==> src/rtl/tmr16_pkg.sv <==
package tmr16_pkg;

    localparam int PSEL_W = 2;

    typedef enum logic [1:0] {
        A_CNT_LO = 2'd0,
        A_CNT_HI = 2'd1,
        A_CTRL   = 2'd2,
        A_FLAG   = 2'd3
    } reg_addr_e;

    // bit5 trig_own, bits4:3 psel, bit2 direct, bit1 ext_sel, bit0 run
    typedef struct packed {
        logic              trig_own;
        logic [PSEL_W-1:0] psel;
        logic              direct;
        logic              ext_sel;
        logic              run;
    } ctrl_t;

    typedef enum logic {
        AL_IDLE = 1'b0,
        AL_HELD = 1'b1
    } align_st_e;

endpackage

==> src/rtl/tmr16_edge_det.sv <==
module tmr16_edge_det #(
    parameter int STAGES = 2
) (
    input  logic clk,
    input  logic rst_n,
    input  logic async_i,
    output logic rise_o
);
    logic [STAGES:0] sh_q;

    always_ff @(posedge clk or negedge rst_n) begin
        if (!rst_n) sh_q <= '0;
        else        sh_q <= {sh_q[STAGES-1:0], async_i};
    end

    assign rise_o = sh_q[STAGES-1] & ~sh_q[STAGES];
endmodule

==> src/rtl/tmr16_prescale.sv <==
module tmr16_prescale #(
    parameter int SEL_W = 2
) (
    input  logic             clk,
    input  logic             rst_n,
    input  logic             clr_i,
    input  logic             step_i,
    input  logic [SEL_W-1:0] sel_i,
    output logic             tick_o
);
    localparam int DW = (1 << SEL_W) - 1;

    logic [DW-1:0] cnt_q;
    logic [DW:0]   one_sh;
    logic [DW-1:0] lim;

    always_comb begin
        one_sh = {{DW{1'b0}}, 1'b1} << sel_i;
        lim    = one_sh[DW-1:0] - DW'(1);
    end

    assign tick_o = step_i & (cnt_q == lim);

    always_ff @(posedge clk or negedge rst_n) begin
        if (!rst_n)      cnt_q <= '0;
        else if (clr_i)  cnt_q <= '0;
        else if (step_i) cnt_q <= tick_o ? '0 : cnt_q + DW'(1);
    end
endmodule

==> src/rtl/tmr16_align.sv <==
module tmr16_align
    import tmr16_pkg::*;
(
    input  logic clk,
    input  logic rst_n,
    input  logic active_i,
    input  logic tick_i,
    input  logic ev_i,
    output logic step_o
);
    align_st_e st_q, st_d;

    always_ff @(posedge clk or negedge rst_n) begin
        if (!rst_n) st_q <= AL_IDLE;
        else        st_q <= st_d;
    end

    always_comb begin
        st_d = st_q;
        unique case (st_q)
            AL_IDLE: if (active_i && ev_i && !tick_i) st_d = AL_HELD;
            AL_HELD: if (!active_i || tick_i)         st_d = AL_IDLE;
            default:                                  st_d = AL_IDLE;
        endcase
    end

    always_comb begin
        step_o = 1'b0;
        unique case (st_q)
            AL_IDLE: step_o = active_i & ev_i & tick_i;
            AL_HELD: step_o = active_i & tick_i;
            default: step_o = 1'b0;
        endcase
    end
endmodule

==> src/rtl/tick_timer16.sv <==
module tick_timer16
    import tmr16_pkg::*;
#(
    parameter int BUS_W       = 8,
    parameter int CYC_DIV     = 4,
    parameter int SYNC_STAGES = 2
) (
    input  logic             clk,
    input  logic             rst_n,
    input  logic             ext_clk_i,
    input  logic             trig_i,
    input  logic             wr_en_i,
    input  logic             rd_en_i,
    input  logic [1:0]       addr_i,
    input  logic [BUS_W-1:0] wdata_i,
    output logic [BUS_W-1:0] rdata_o,
    output logic             irq_o
);
    localparam int CNT_W  = 2 * BUS_W;
    localparam int PH_W   = $clog2(CYC_DIV);
    localparam int CTRL_W = $bits(ctrl_t);

    logic [PH_W-1:0]  phase_q;
    logic             instr_tick, ext_rise, src_evt, ps_tick, ps_clr;
    logic             align_active, align_step, cnt_inc;
    logic [CNT_W-1:0] cnt_q;
    logic [BUS_W-1:0] hbuf_q;
    ctrl_t            ctrl_q, ctrl_wr_val;
    logic             flag_q;
    logic             lo_wr, hi_wr, ctrl_wr, flag_clr, lo_rd, trig_hit, ovf;
    reg_addr_e        addr;

    assign addr        = reg_addr_e'(addr_i);
    assign lo_wr       = wr_en_i && addr == A_CNT_LO;
    assign hi_wr       = wr_en_i && addr == A_CNT_HI;
    assign ctrl_wr     = wr_en_i && addr == A_CTRL;
    assign flag_clr    = wr_en_i && addr == A_FLAG && !wdata_i[0];
    assign lo_rd       = rd_en_i && addr == A_CNT_LO;
    assign ctrl_wr_val = ctrl_t'(wdata_i[CTRL_W-1:0]);
    assign trig_hit    = trig_i && ctrl_q.trig_own;

    // instruction-cycle phase
    assign instr_tick = (phase_q == PH_W'(CYC_DIV - 1));
    always_ff @(posedge clk or negedge rst_n) begin
        if (!rst_n) phase_q <= '0;
        else        phase_q <= instr_tick ? '0 : phase_q + PH_W'(1);
    end

    tmr16_edge_det #(.STAGES(SYNC_STAGES)) u_edge (
        .clk    (clk),
        .rst_n  (rst_n),
        .async_i(ext_clk_i),
        .rise_o (ext_rise)
    );

    assign src_evt = ctrl_q.ext_sel ? ext_rise : instr_tick;
    assign ps_clr  = lo_wr || (ctrl_wr && ctrl_wr_val.psel != ctrl_q.psel);

    tmr16_prescale #(.SEL_W(PSEL_W)) u_presc (
        .clk   (clk),
        .rst_n (rst_n),
        .clr_i (ps_clr),
        .step_i(ctrl_q.run & src_evt),
        .sel_i (ctrl_q.psel),
        .tick_o(ps_tick)
    );

    assign align_active = ctrl_q.run && ctrl_q.ext_sel && !ctrl_q.direct;

    tmr16_align u_align (
        .clk     (clk),
        .rst_n   (rst_n),
        .active_i(align_active),
        .tick_i  (instr_tick),
        .ev_i    (ps_tick),
        .step_o  (align_step)
    );

    assign cnt_inc = align_active ? align_step : ps_tick;
    assign ovf     = cnt_inc && (&cnt_q) && !trig_hit && !lo_wr;

    always_ff @(posedge clk or negedge rst_n) begin
        if (!rst_n) begin
            cnt_q  <= '0;
            hbuf_q <= '0;
            ctrl_q <= '0;
            flag_q <= 1'b0;
        end else begin
            if (trig_hit)     cnt_q <= '0;
            else if (lo_wr)   cnt_q <= {hbuf_q, wdata_i};
            else if (cnt_inc) cnt_q <= cnt_q + CNT_W'(1);

            if (hi_wr)        hbuf_q <= wdata_i;
            else if (lo_rd)   hbuf_q <= cnt_q[CNT_W-1:BUS_W];

            if (ctrl_wr)      ctrl_q <= ctrl_wr_val;

            if (ovf)           flag_q <= 1'b1;
            else if (flag_clr) flag_q <= 1'b0;
        end
    end

    always_comb begin
        rdata_o = '0;
        unique case (addr)
            A_CNT_LO: rdata_o = cnt_q[BUS_W-1:0];
            A_CNT_HI: rdata_o = hbuf_q;
            A_CTRL:   rdata_o = BUS_W'(ctrl_q);
            A_FLAG:   rdata_o = BUS_W'(flag_q);
            default:  rdata_o = '0;
        endcase
    end

    assign irq_o = flag_q;
endmodule

==> config.mk <==
export PLATFORM = sky130hd
export DESIGN_NAME = tick_timer16
export DESIGN_NICKNAME = d
export VERILOG_FILES = /design/src/rtl/tmr16_pkg.sv /design/src/rtl/tmr16_edge_det.sv /design/src/rtl/tmr16_prescale.sv /design/src/rtl/tmr16_align.sv /design/src/rtl/tick_timer16.sv
export SDC_FILE = /design/constraint.sdc
export NUM_CORES = 1
export LEC_CHECK = 0
export BUFFER_PORTS_ARGS = -buffer_cell sky130_fd_sc_hd__buf_2
export CAP_MARGIN = 20
export CELL_PAD_IN_SITES_DETAIL_PLACEMENT = 0
export CELL_PAD_IN_SITES_GLOBAL_PLACEMENT = 1
export CORE_AREA = 2 2 77 79
export DETAILED_ROUTE_END_ITERATION = 12
export DIE_AREA = 0 0 79 81
export GPL_TIMING_DRIVEN = 0
export PLACE_DENSITY = 0.84
export SLEW_MARGIN = 40
export SYNTH_ARGS = -nofsm -noshare
export SYNTH_HDL_FRONTEND = slang
export SYNTH_SLANG_ARGS = --single-unit
==> constraint.sdc <==
create_clock -name clk -period 2.2 [get_ports clk]
set_input_delay 0.11 -clock clk [delete_from_list [all_inputs] [get_ports clk]]
set_output_delay 0.11 -clock clk [all_outputs]
set_load 0.01 [all_outputs]
-- Word level (Yosys, flattened, before mapping)
Cells that the tools add are included.
- register bits after elaboration: 40
- bits in latches: 0
- memory bits (writable): 0
- ROM bits: 0
- input bits: 16
- memories kept: 0
- add/sub/neg operators: 4
- multipliers: 0
- div/mod/pow operators: 0
- magnitude comparators: 0
- eq/ne operators: 6
- shifts and indexed selects: 1
- muxes and demuxes: 18
- bitwise logic cells: 8
- reductions and logical operators: 29
- operators with widths (cell ; number):
    $mux W16 ; 3
    $pmux W8 S4 ; 1
    $add A16 B1 Y16 const B ; 1
    $mux W8 ; 2
    $reduce_and A16 Y1 ; 1
    $logic_and A1 B1 Y1 ; 15
    $mux W3 ; 3
    $and A1 B1 Y1 ; 6
    $eq A2 B2 Y1 const B ; 3
    $logic_not A1 Y1 ; 6
    $mux W1 ; 6
    $reduce_bool A2 Y1 ; 3
    $pmux W1 S2 ; 2
    $add A3 B1 Y3 const B ; 1
    $eq A3 B3 Y1 ; 1
    $reduce_bool A3 Y1 ; 1
    $shl A1 B2 Y3 const A ; 1
    $sub A3 B1 Y3 const B ; 1
    $add A2 B1 Y2 const B ; 1
    $eq A2 B1 Y1 const B ; 1
    $logic_not A2 Y1 ; 1
    $logic_or A1 B1 Y1 ; 2
    $mux W2 ; 1
    $ne A2 B2 Y1 ; 1
    $not A1 Y1 ; 2

-- Longest topological paths before layout
- depth after elaboration: 13
- depth in mapped cells: 7
- gate-level depth less buffers: 6

-- Modules after synthesis
From an unflattened synthesis, not the netlist that was laid out.
- cell total of the unflattened synthesis: 244
- area total of the unflattened synthesis: 2317.2 um2
- by module, submodules not included (module ; instances ; cells an instance ; area each (um2)):
    tick_timer16 ; 1 ; 211 ; 1955.6
    tmr16_prescale ; 1 ; 24 ; 227.7
    tmr16_edge_det ; 1 ; 4 ; 88.8
    tmr16_align ; 1 ; 5 ; 45.0

-- Worst setup path after synthesis
No wires, ideal clock.
- path kind: register to register
- from: reg phase_q[0]
- to: reg cnt_q[6]
- setup time: 82 ps
- arrival time: 1648 ps
- data required time: 2118 ps
- path slack: 470 ps
- cell stages (with the launch flop): 8
- path through: dfrtp_1 ha_1 nor2b_1 o21a_1 a31oi_4 buf_4 or3_1 a31oi_1
- word-level cells in the longest chain between the ends: 9
- ends and longest elaborated chain (element ; RTL line ; RTL):
    start, declared ; tick_timer16.sv:23 ; logic [PH_W-1:0] phase_q;
    start signal, assigned ; tick_timer16.sv:46 ; else phase_q <= instr_tick ? '0 : phase_q + PH_W'(1);
    $eq A2 B2 Y1 (*) ; tick_timer16.sv:43 ; assign instr_tick = (phase_q == PH_W'(CYC_DIV - 1));
    $mux W1 ; tick_timer16.sv:56 ; assign src_evt = ctrl_q.ext_sel ? ext_rise : instr_tick;
    $and A1 B1 Y1 ; tick_timer16.sv:63 ; .step_i(ctrl_q.run & src_evt),
    $and A1 B1 Y1 ; tmr16_prescale.sv:22 ; assign tick_o = step_i & (cnt_q == lim);
    $and A1 B1 Y1 (2 in series) ; tmr16_align.sv:30 ; AL_IDLE: step_o = active_i & ev_i & tick_i;
    $pmux W1 S2 ; tmr16_align.sv:29 ; unique case (st_q)
    $mux W1 (*) ; tick_timer16.sv:79 ; assign cnt_inc = align_active ? align_step : ps_tick;
    $reduce_bool A3 Y1 (no line) (*) ; -- ;
    end signal, assigned ; tick_timer16.sv:90 ; else if (lo_wr) cnt_q <= {hbuf_q, wdata_i};
    end signal, assigned ; tick_timer16.sv:91 ; else if (cnt_inc) cnt_q <= cnt_q + CNT_W'(1);
    end, declared ; tick_timer16.sv:26 ; logic [CNT_W-1:0] cnt_q;
Mark *: on every way between the ends. The rest lies on a longest branch, timed or not.
A chain may end at the register's enable or synchronous reset.

-- Worst setup path in the final report
- from: reg phase_q[0]
- to: reg cnt_q[2]
Same word-level chain as after synthesis.

==> results.json <==
{
  "hold_depth": 3,
  "reg2reg_slack_ns": 0.25,
  "clock_latency_ns": 0.30,
  "path_class": "reg -> reg",
  "cts.reportedPaths.clkPinSlew_ns": 0.08,
  "synthMuxAreaShare_pct": 9.93,
  "synth_cells": 264,
  "portBuffers": 23,
  "postRouteAntennaNets": 0,
  "synthXorXnorAreaFrac_pct": 1.09,
  "ys_seq_area_share_pct": 41.4,
  "max_stage_delay_ns": 0.36,
  "cp.required_ns": 2.42,
  "syn_to_final_growth_pct": 14.3,
  "die_y_um": 81,
  "reg2regPathDepth": 7,
  "grt_usage_pct": 22.5,
  "start_kind": "flip-flop",
  "final_common_cell": "dfrtp_1",
  "synth_compound_area_share_pct": 17.0,
  "htree_num_levels": 2,
  "synth_fa_ha_area_share_pct": 1.55,
  "synth_top_family_by_area": "simple AND/OR/NAND/NOR gates",
  "finalHoldViolCount": 0,
  "antenna_cells": 0,
  "routabilityCongestion": 0.873,
  "cts-buffers-inserted": 5,
  "synth_top_area_share_pct": 41.4,
  "crit_fanout": 10,
  "hp-class": "in -> reg",
  "synth_edf_count": 0,
  "drive_gt1_share_pct": 18.9,
  "crit_family": "compound AO/OA/AOI/OAI gates",
  "whs_ns": 0.0343,
  "clock-root-buffer": "clkbuf_8",
  "maxCapViolCount": 0,
  "synth_top_cell_by_area": "dfrtp_1",
  "num_vias": 2209,
  "pwr_density_cell_nw_per_um2": 773,
  "worst-path-buf-inv": 1,
  "ir_worst_vdd_mv": 0.340,
  "layout.nets": 315,
  "synth-simple-area-share_pct": 25.5,
  "worst_pin_slew_ns": 0.831,
  "dieArea_sq_um": 6400,
  "crit_path_start": "phase_q[0]",
  "via_per_inst": 5.94,
  "cts_buffer_depth": 2,
  "status": "complete, no violations",
  "grt_pass1_wl_um": 11000,
  "cts.sink_count": 40,
  "final_cell_area_sq_um": 2760,
  "die_w_um": 79,
  "min-delay-start": "wdata_i[7]",
  "holdPathEnd": "hbuf_q[7]",
  "ys_ff_latch": 40,
  "initial_core_util_pct": 42.6,
  "path_cells": "ha_1 > nor2b_1 > o21a_1 > a31oi_4 > buf_4 > or3_1 > a31oi_1",
  "rows": 28,
  "setup_tns_ns": 0,
  "mappedNetlistNets": 283,
  "power.total_mw": 2.14,
  "core_area_sq_um": 5680,
  "worst_clock_skew_ns": 0.00337,
  "ys_warn_count": 0,
  "r2r_end": "cnt_q[2]",
  "synth_cell_types": 46,
  "fmax_ghz": 0.513,
  "slew_viol_final": 0,
  "critPathArrivalTime_ns": 2.17,
  "wirelength_um": 6520,
  "synthArstFlopShare_pct": 100,
  "grt_pass1_vias": 2136,
  "layout_common_cells": "dfrtp_1 (40), nand2_1 (33), o21ai_0 (32)",
  "syn_area_sq_um": 2420,
  "finalSetupViolations": 0,
  "ys_top_cells_by_area": "dfrtp_1 (41%), o21ai_0 (6.6%), mux2i_1 (6.2%)",
  "rsz0062_at_grt": "no",
  "dr.pass1.iters": 4,
  "drc": 0,
  "end_kind": "flip-flop",
  "place_hpwl_um": 4580,
  "drtIter0Drc": 198,
  "place_area_sq_um": 2630,
  "synthFlopType": "dfrtp_1",
  "slew_headroom_pct": 44.6,
  "period_needed_ns": 1.95,
  "cts_tree": "yes",
  "overflow": 0,
  "cp_slowest_cell": "dfrtp_1",
  "grt_max_degree": 41,
  "io_pins": 25,
  "leakage_nw": 1.12,
  "avgSynthCellArea_sq_um": 9.16,
  "fin_crit_sh_pct": 88.6,
  "antenna_found_initial": 0,
  "r2r-start": "phase_q[0]",
  "wl_per_cell_um": 17.5
}
## power by group
group / internal, mW / switching (mW) / total [mW]
combinational: 0.237 / 0.282 / 0.518
sequential: 0.860 / 0.150 / 1.01
clock: 0.336 / 0.274 / 0.610
## worst register-to-register path: stages, from the launching register on
cell and delay, ns:
dfrtp_1 0.36, ha_1 0.22, nor2b_1 0.18, o21a_1 0.25, a31oi_4 0.15, buf_4 0.21
or3_1 0.35, a31oi_1 0.16
## state kept, by name (all words and copies together) (netlist names)
register and count:
cnt_q 16, hbuf_q 8, ctrl_q 6, u_edge.sh_q 3, u_presc.cnt_q 3, phase_q 2, irq_o 1, u_align.st_q 1
## stage by stage
step                      utilization [%]  instances  setup WS, ns
final                                48.7        372         0.251
after global routing                 48.7        372         0.108
after CTS                            48.7        372         0.112
after detailed placement             46.3        362         0.147
after global placement               46.3        362         0.147
after floorplan                         -        264         0.470
## timing repair
action	in CTS	in global routing
hold buffers	2	0
endpoints found under the setup margin	0	14
resized for setup	0	1
hold endpoints to repair	41	0
buffers inserted	0	0
## kinds of logic after synthesis
family          after synthesis
simple gates                114
fa+ha+maj                     3
compound gates               64
flops                        40
xor+xnor                      3
buf+inv                      18
mux                          22
## metal layers
layer / GRT usage [%] / wire, um / vias up
met2: 34.7 / 2900 / 77
met3: 4.56 / 377 / 13
li1: - / - / 1037
met1: 31.9 / 3110 / 1082
met4: 7.07 / 140 / 0
met5: 0 / 0 / -
## worst max path at each step
stage	to	slack, ns	cells after the start
detailed placement	cnt_q[13]	0.15	5
floorplan	cnt_q[6]	0.47	7
global placement	cnt_q[13]	0.15	5
CTS	cnt_q[13]	0.11	5
global route	cnt_q[2]	0.11	7
finish	cnt_q[2]	0.25	7
## synth_stat cells, types with 2 or more instances
master,instances
a21oi_1,2
a31oi_1,7
and2_1,2
and3_1,6
and3b_1,2
and4_1,2
buf_6,2
clkbuf_1,12
dfrtp_1,40
ha_1,3
mux2_2,6
mux2i_1,15
nand2_1,33
nand2b_1,3
nand3_1,7
nand3b_1,2
nand4_1,4
nor2_1,20
nor2b_1,2
nor3_1,3
nor3_2,6
nor4_1,10
o21a_1,2
o21ai_0,32
o21ai_1,3
o31a_1,8
o31ai_1,4
or2_2,3
or3_1,3
or4_1,3
xnor2_1,2
## area by class of cell
| type | count | area [sq um] |
|---|---|---|
| Multi-Input combinational cell | 206 | 1330 |
| Fill cell | 579 | 2910 |
| Sequential cell | 40 | 1000 |
| Inverter | 1 | 3.75 |
| Tap cell | 75 | 93.8 |
| Clock inverter | 3 | 42.5 |
| Timing Repair Buffer | 25 | 138 |
| Clock buffer | 5 | 68.8 |
| Buffer | 17 | 83.8 |
No activity file was read; power rests on OpenSTA's default activity.
